## src/rtl/gpio_bank_pkg.sv

```systemverilog
package gpio_bank_pkg;
  localparam logic [7:0] OFS_LEVEL  = 8'h04;
  localparam logic [7:0] OFS_DIR    = 8'h08;
  localparam logic [7:0] OFS_SET    = 8'h10;
  localparam logic [7:0] OFS_CLR    = 8'h14;
  localparam logic [7:0] OFS_ENA    = 8'h20;
  localparam logic [7:0] OFS_RAW    = 8'h24;
  localparam logic [7:0] OFS_MSKD   = 8'h28;
  localparam logic [7:0] OFS_MASK   = 8'h2C;
  localparam logic [7:0] OFS_ACK    = 8'h30;
  localparam logic [7:0] OFS_METHOD = 8'h34;
  localparam logic [7:0] OFS_ANYEDG = 8'h38;
  localparam logic [7:0] OFS_POLAR  = 8'h3C;

  typedef enum logic {TRIG_EDGE = 1'b0, TRIG_LEVEL = 1'b1} trig_method_e;
endpackage

```

## src/rtl/gpio_sync.sv

```systemverilog
module gpio_sync #(
  parameter int W = 32
) (
  input  logic         clk,
  input  logic         rst,
  input  logic [W-1:0] async_in,
  output logic [W-1:0] level,
  output logic [W-1:0] level_prev
);
  logic [W-1:0] meta_q;
  logic [W-1:0] sync_q;
  logic [W-1:0] prev_q;

  always_ff @(posedge clk) begin
    if (rst) begin
      meta_q <= '0;
      sync_q <= '0;
      prev_q <= '0;
    end else begin
      meta_q <= async_in;
      sync_q <= meta_q;
      prev_q <= sync_q;
    end
  end

  assign level      = sync_q;
  assign level_prev = prev_q;
endmodule

```

## src/rtl/gpio_trig.sv

```systemverilog
module gpio_trig #(
  parameter int W = 32
) (
  input  logic         clk,
  input  logic         rst,
  input  logic [W-1:0] level,
  input  logic [W-1:0] level_prev,
  input  logic [W-1:0] method,
  input  logic [W-1:0] anyedge,
  input  logic [W-1:0] polarity,
  input  logic [W-1:0] ack,
  output logic [W-1:0] raw
);
  import gpio_bank_pkg::*;

  logic [W-1:0] raw_q;
  logic [W-1:0] hit;

  for (genvar i = 0; i < W; i++) begin : g_pin
    logic rise, fall;
    assign rise = level[i] & ~level_prev[i];
    assign fall = ~level[i] & level_prev[i];

    always_comb begin
      if (anyedge[i]) hit[i] = rise | fall;
      else if (polarity[i]) hit[i] = fall;
      else hit[i] = rise;
    end

    always_ff @(posedge clk) begin
      if (rst) begin
        raw_q[i] <= 1'b0;
      end else if (trig_method_e'(method[i]) == TRIG_LEVEL) begin
        raw_q[i] <= level[i] ^ polarity[i];
      end else begin
        raw_q[i] <= hit[i] | (raw_q[i] & ~ack[i]);
      end
    end

    AST_ACK_CLEARS: assert property (@(posedge clk) disable iff (rst)
      (!method[i] && ack[i] && !hit[i]) |=> !raw[i]);
    AST_HIT_WINS: assert property (@(posedge clk) disable iff (rst)
      (!method[i] && hit[i]) |=> raw[i]);
    AST_EDGE_HOLDS: assert property (@(posedge clk) disable iff (rst)
      (!method[i] && raw[i] && !ack[i]) |=> raw[i]);
  end

  assign raw = raw_q;
endmodule

```

## src/rtl/gpio_irq_bank.sv

```systemverilog
module gpio_irq_bank #(
  parameter int NPINS = 32,
  parameter int AW    = 8
) (
  input  logic             clk,
  input  logic             rst,
  input  logic             wr_en,
  input  logic             rd_en,
  input  logic [AW-1:0]    addr,
  input  logic [NPINS-1:0] wdata,
  output logic [NPINS-1:0] rdata,
  input  logic [NPINS-1:0] pin_in,
  output logic [NPINS-1:0] pin_out,
  output logic [NPINS-1:0] pin_oe,
  output logic             bank_irq
);
  import gpio_bank_pkg::*;

  logic [NPINS-1:0] dir_q, out_q, ena_q, mask_q, meth_q, anye_q, pol_q;
  logic [NPINS-1:0] lvl, lvl_prev, raw, masked, ack, rd_mux, rdata_q;
  logic             irq_q;

  function automatic logic hit_ofs(input logic [AW-1:0] a, input logic [7:0] o);
    return a == AW'(o);
  endfunction

  gpio_sync #(.W(NPINS)) u_sync (
    .clk(clk), .rst(rst), .async_in(pin_in),
    .level(lvl), .level_prev(lvl_prev)
  );

  assign ack = (wr_en && hit_ofs(addr, OFS_ACK)) ? wdata : '0;

  gpio_trig #(.W(NPINS)) u_trig (
    .clk(clk), .rst(rst), .level(lvl), .level_prev(lvl_prev),
    .method(meth_q), .anyedge(anye_q), .polarity(pol_q),
    .ack(ack), .raw(raw)
  );

  assign masked = raw & ena_q & ~mask_q;

  always_ff @(posedge clk) begin
    if (rst) begin
      dir_q  <= '0;
      out_q  <= '0;
      ena_q  <= '0;
      mask_q <= '0;
      meth_q <= '0;
      anye_q <= '0;
      pol_q  <= '0;
    end else if (wr_en) begin
      if (hit_ofs(addr, OFS_DIR))    dir_q  <= wdata;
      if (hit_ofs(addr, OFS_SET))    out_q  <= out_q | wdata;
      if (hit_ofs(addr, OFS_CLR))    out_q  <= out_q & ~wdata;
      if (hit_ofs(addr, OFS_ENA))    ena_q  <= wdata;
      if (hit_ofs(addr, OFS_MASK))   mask_q <= wdata;
      if (hit_ofs(addr, OFS_METHOD)) meth_q <= wdata;
      if (hit_ofs(addr, OFS_ANYEDG)) anye_q <= wdata;
      if (hit_ofs(addr, OFS_POLAR))  pol_q  <= wdata;
    end
  end

  always_comb begin
    rd_mux = '0;
    if (hit_ofs(addr, OFS_LEVEL))  rd_mux = lvl;
    if (hit_ofs(addr, OFS_DIR))    rd_mux = dir_q;
    if (hit_ofs(addr, OFS_SET))    rd_mux = out_q;
    if (hit_ofs(addr, OFS_CLR))    rd_mux = out_q;
    if (hit_ofs(addr, OFS_ENA))    rd_mux = ena_q;
    if (hit_ofs(addr, OFS_RAW))    rd_mux = raw;
    if (hit_ofs(addr, OFS_MSKD))   rd_mux = masked;
    if (hit_ofs(addr, OFS_MASK))   rd_mux = mask_q;
    if (hit_ofs(addr, OFS_METHOD)) rd_mux = meth_q;
    if (hit_ofs(addr, OFS_ANYEDG)) rd_mux = anye_q;
    if (hit_ofs(addr, OFS_POLAR))  rd_mux = pol_q;
  end

  always_ff @(posedge clk) begin
    if (rst) begin
      rdata_q <= '0;
      irq_q   <= 1'b0;
    end else begin
      if (rd_en) rdata_q <= rd_mux;
      irq_q <= |masked;
    end
  end

  assign rdata    = rdata_q;
  assign pin_out  = out_q;
  assign pin_oe   = dir_q;
  assign bank_irq = irq_q;

  AST_OUT_HOLD: assert property (@(posedge clk) disable iff (rst)
    !(wr_en && (hit_ofs(addr, OFS_SET) || hit_ofs(addr, OFS_CLR))) |=> $stable(pin_out));
  AST_OE_HOLD: assert property (@(posedge clk) disable iff (rst)
    !(wr_en && hit_ofs(addr, OFS_DIR)) |=> $stable(pin_oe));
  AST_IRQ_GATED: assert property (@(posedge clk) disable iff (rst)
    bank_irq |-> $past(|(ena_q & ~mask_q)));
  AST_RDATA_HOLD: assert property (@(posedge clk) disable iff (rst)
    !rd_en |=> $stable(rdata));
  AST_RESET_QUIET: assert property (@(posedge clk)
    rst |=> (pin_oe == '0 && pin_out == '0 && !bank_irq));
endmodule

```

## config.mk

```make
export PLATFORM = sky130hd
export DESIGN_NAME = gpio_irq_bank
export DESIGN_NICKNAME = d
export VERILOG_FILES = /design/src/rtl/gpio_bank_pkg.sv /design/src/rtl/gpio_sync.sv /design/src/rtl/gpio_trig.sv /design/src/rtl/gpio_irq_bank.sv
export SDC_FILE = /design/constraint.sdc
export NUM_CORES = 1
export LEC_CHECK = 0
export BUFFER_PORTS_ARGS = -buffer_cell sky130_fd_sc_hd__buf_2
export CAP_MARGIN = 20
export CORE_MARGIN = 1
export CORE_UTILIZATION = 49
export CTS_CLUSTER_SIZE = 20
export DETAILED_ROUTE_END_ITERATION = 16
export PLACE_DENSITY = 0.67
export SYNTH_ARGS = -nofsm -noshare
export SYNTH_HDL_FRONTEND = slang
export SYNTH_SLANG_ARGS = --single-unit
```

## constraint.sdc

```tcl
create_clock -name clk -period 5.2 [get_ports clk]
set_clock_uncertainty 0.15 [all_clocks]
set_input_delay 0.78 -clock clk [delete_from_list [all_inputs] [get_ports clk]]
set_output_delay 0.78 -clock clk [all_outputs]
set_load 0.01 [all_outputs]
```

==> results summary <==
The effective utilization at floorplan is 49.69%. The cell area power density came out at 310.3 mW/mm^2. The area of placed instances is 0.01970 mm^2. The normalized max-slew margin is 15.72%. The flow ran to the end, and the final reports show no timing, DRC or antenna violations. The post-synthesis compound-gate area fraction is 24.67%.

The HPWL after detailed placement is 40.28 mm. The setup fix buffers added after clock tree synthesis is 0. The average cell area after synthesis is 8.045 um^2. The number of DRC markers in iteration 0 came out at 2,036.

The number of buffer cells added on primary ports came out at 172. In this run the critical register-to-register path is launched from u_trig.raw[23]. The worst path required time came out at 5.54 ns. The overall power consumption came out at 6544 uW. Sorting the synthesized cells by how often they occur yields sky130_fd_sc_hd__nand2_1 (398), sky130_fd_sc_hd__dfxtp_1 (385), sky130_fd_sc_hd__a21oi_1 (308). The number of max-slew violations in the final report came out at 0.

The xor and xnor area share after synthesis came out at 1.501%. The worst hold path begins at pin_in[16]. The number of antenna violations at the first check in global routing is 0. The share of the synthesized area in the top cell type is 41.28%. The placement row count is 71.

The critical path's most frequent cell is sky130_fd_sc_hd__buf_4. The total number of vias came out at 17,843. The count of cells along the worst register-to-register path is 4. The total of max-cap violations came out at 0.

Leaving out filler cells and counting taps, the final layout contains 2,912. The minimum clock period came out at 3.498 ns. The critical path depth in cells came out at 9. Yosys instantiated no cell more often than sky130_fd_sc_hd__nand2_1. The width of the chip came out at 197.2 um. The startpoint type of the worst setup path is an input port.

Measured against the total synthesized area, the mux share comes to 1.715%. The number of iterations in the first detailed-routing pass is 5. The type of the worst setup path is input port to flip-flop. The post-synthesis instance total came out at 2,321. The core utilization of the finished layout came out at 56.13%. The overflow left after global routing is 0. The I/O pin total is 173. The kind of path behind the tightest hold check is input port to flip-flop.

The synthesis warning total came out at 0. The sequential-to-total area share from yosys stat is 41.28%. In the routed layout, each cell is associated on average with a via count of 6.127.

In this run, synthesis inferred 0 flip-flops with an integrated enable. The transition time at the pin with the least slew margin came out at 1.264 ns. The critical path goes through buf_2, buf_4, nor3b_4, buf_4, buf_4, a21oi_1, o21ai_0, a221oi_1, a21oi_1.

The worst-path maximum fanout is 63. The static power due to leakage came out at 0.007541 uW. The die covers 0.03889 mm^2. The clock net in this run drives a total of 385 sinks. The fill cell total of the finished layout came out at 3,495. The final net count came out at 2,512. The count of H-tree levels built during CTS is 2. TritonCTS built the clock tree.

The number of diodes added for antenna fixing came out at 0. The share of layout cells above drive strength 1 came out at 13.87%. After synthesis, the largest family of logic cells by area is compound AO/OA/AOI/OAI gates. The number of storage elements in the synthesis netlist is 385. The number of DRC violations after detailed routing is 0. Setup total negative slack on the finished layout was measured at 0 ns. The later-pin clock latency in the skew report is 0.57 ns. Broken down by cell family, the worst path's largest delay share belongs to buffers and inverters. The slowest stage of the critical path is the sky130_fd_sc_hd__buf_4 cell.

The adder-cell area share of the yosys netlist is 4.289%. The cell depth of the worst hold path is 2. Relative to the synthesized area, the layout overhead comes to 12.96%. The number of clock buffers inserted by TritonCTS came out at 41. Among all flip-flop cells after synthesis, the most frequent one is sky130_fd_sc_hd__dfxtp_1. The highest ir drop seen on vdd is 228.3 uV. The core region is 0.03758 mm^2. The die boundary height is 197.2 um. The simple-gate share of the synthesized area came out at 20.20%. Ranked by total cell area, the synthesized netlist is headed by sky130_fd_sc_hd__dfxtp_1 (41%), sky130_fd_sc_hd__a21oi_1 (8.3%), sky130_fd_sc_hd__nand2_1 (8.0%), sky130_fd_sc_hd__ha_1 (4.3%), sky130_fd_sc_hd__a211oi_1 (4.1%). The number of global-route vias before repair is 16,760. The maximum number of pins on one net before global-route repair came out at 134. Timing would allow up to 0.2859 GHz.

The number of setup violations in the final report is 0. The library cell used as clock root buffer is sky130_fd_sc_hd__clkbuf_16. The buffer and inverter count on the worst path came out at 4. The worst setup path is captured at a flip-flop.

The worst stage delay on the critical path is 0.68 ns. The total global-route track usage is 32.20%. The biggest area consumer among synthesized cells is sky130_fd_sc_hd__dfxtp_1.

The area of the mapped netlist came out at 0.01867 mm^2. Counting flops with an async set or reset pin after synthesis yields a share of 0%. Synthesis produced a netlist with a net count of 2,461.

The data arrival at the endpoint of the critical path came out at 3.84 ns. Setup repair after global routing left no endpoint under its margin. The count of placed standard cells including taps is 2,840. The routed length per placed instance came out at 21.70 um. For this block, the routed nets add up to 63.19 mm of wire. The portion of the clock cycle consumed by the worst path in the final layout came out at 67.27%.

Hold repair after CTS inserted 0 buffers. Once layout is done, the placed cells without fillers occupy 0.02109 mm^2. The post-CTS clock slew at the launch and capture registers of the worst setup and hold paths came out at 0.06 ns. The critical path starts at addr[3].

The unique cell type count in the Yosys netlist is 58. Once the clock tree was built, the resizer swapped 0 gates to a different size. The number of nets still failing antenna checks after routing is 0. The first-pass GRT wire length came out at 97.08 mm. The final hold violation count came out at 0. Routability-driven placement finished with a final weighted congestion of 0.9476. The clock passes through at most 3 buffers.
[metal layers]
| layer | track usage [%] | share of wire [%] | up-vias |
|---|---|---|---|
| met1 | 43.90 | 41 | 8526 |
| met4 | 14.56 | 3.9 | 0 |
| met2 | 49.54 | 44 | 929 |
| li1 | - | - | 8241 |
| met3 | 5.720 | 10 | 147 |
| met5 | 0 | 0 | - |
[metrics by stage]
step | hold slack [ns] | setup slack (ns)
floorplan | 0.2638 | 2.528
global placement | 0.2676 | 1.335
detailed placement | 0.2739 | 1.284
CTS | 0.2530 | 1.853
global route | 0.2723 | 1.575
finish | 0.2703 | 1.702
[worst register-to-register path, stage by stage, from the launching register on]
cell and delay, ns:
sky130_fd_sc_hd__dfxtp_1 0.35, sky130_fd_sc_hd__nand2_1 0.17, sky130_fd_sc_hd__o22ai_1 0.10, sky130_fd_sc_hd__nor4_1 0.65
sky130_fd_sc_hd__a31oi_1 0.25
[cells in the final DEF (no fill, tap or decap), types with 32 or more instances in the layout]
cell / count
sky130_fd_sc_hd__nand2_1: 397
sky130_fd_sc_hd__dfxtp_1: 385
sky130_fd_sc_hd__a21oi_1: 308
sky130_fd_sc_hd__nor2_1: 177
sky130_fd_sc_hd__buf_2: 170
sky130_fd_sc_hd__a211oi_1: 102
sky130_fd_sc_hd__nor2b_1: 99
sky130_fd_sc_hd__inv_1: 70
sky130_fd_sc_hd__ha_1: 64
sky130_fd_sc_hd__o21ai_0: 59
sky130_fd_sc_hd__buf_4: 44
sky130_fd_sc_hd__clkbuf_16: 43
sky130_fd_sc_hd__a311oi_1: 37
sky130_fd_sc_hd__mux2i_1: 32
sky130_fd_sc_hd__xnor2_1: 32
[sequential cells by signal, summed over array words and instances, names as in the netlist, named ones only]
name               count
anye_q                32
bank_irq               1
ena_q                 32
mask_q                32
meth_q                32
pin_oe                32
pol_q                 32
rdata                 32
u_sync.level          32
u_sync.level_prev     32
u_sync.meta_q         32
u_trig.raw            32
[where the power goes]
group	internal [uW]	total (uW)	leakage, uW	switching (uW)
sequential	3000	3040	0.00312	41.7
clock	1850	3080	0.000675	1230
combinational	135	421	0.00374	286
[final timing paths]
kind                       endpoint  slack [ns]
setup / recovery          rdata[12]        1.70
hold / removal    u_sync.meta_q[16]        0.27
setup reg to reg           bank_irq        3.37
hold reg to reg    u_sync.level[18]        0.28
[area by class of cell]
| cell class | count | area [um^2] | share of cell area (%) |
|---|---|---|---|
| Clock buffer | 61 | 1204 | 5.707 |
| Inverter | 70 | 262.8 | 1.246 |
| Timing Repair Buffer | 218 | 1247 | 5.914 |
| Multi-Input combinational cell | 1656 | 9838 | 46.65 |
| Clock inverter | 11 | 192.7 | 0.9136 |
| Tap cell | 511 | 639.4 | 3.031 |
| Sequential cell | 385 | 7707 | 36.54 |
[kinds of logic (layout without fill, tap and decap cells)]
| kind of cell | count (synthesis) | after routing |
|---|---|---|
| AND/OR/NAND/NOR | 817 | 817 |
| AO/OA/AOI/OAI | 711 | 711 |
| flip-flops | 385 | 385 |
| buffers and inverters | 280 | 360 |
| adder cells (fa/ha/maj) | 64 | 64 |
| XOR/XNOR | 32 | 32 |
| multiplexers | 32 | 32 |
(Power assumes the default switching activity.)
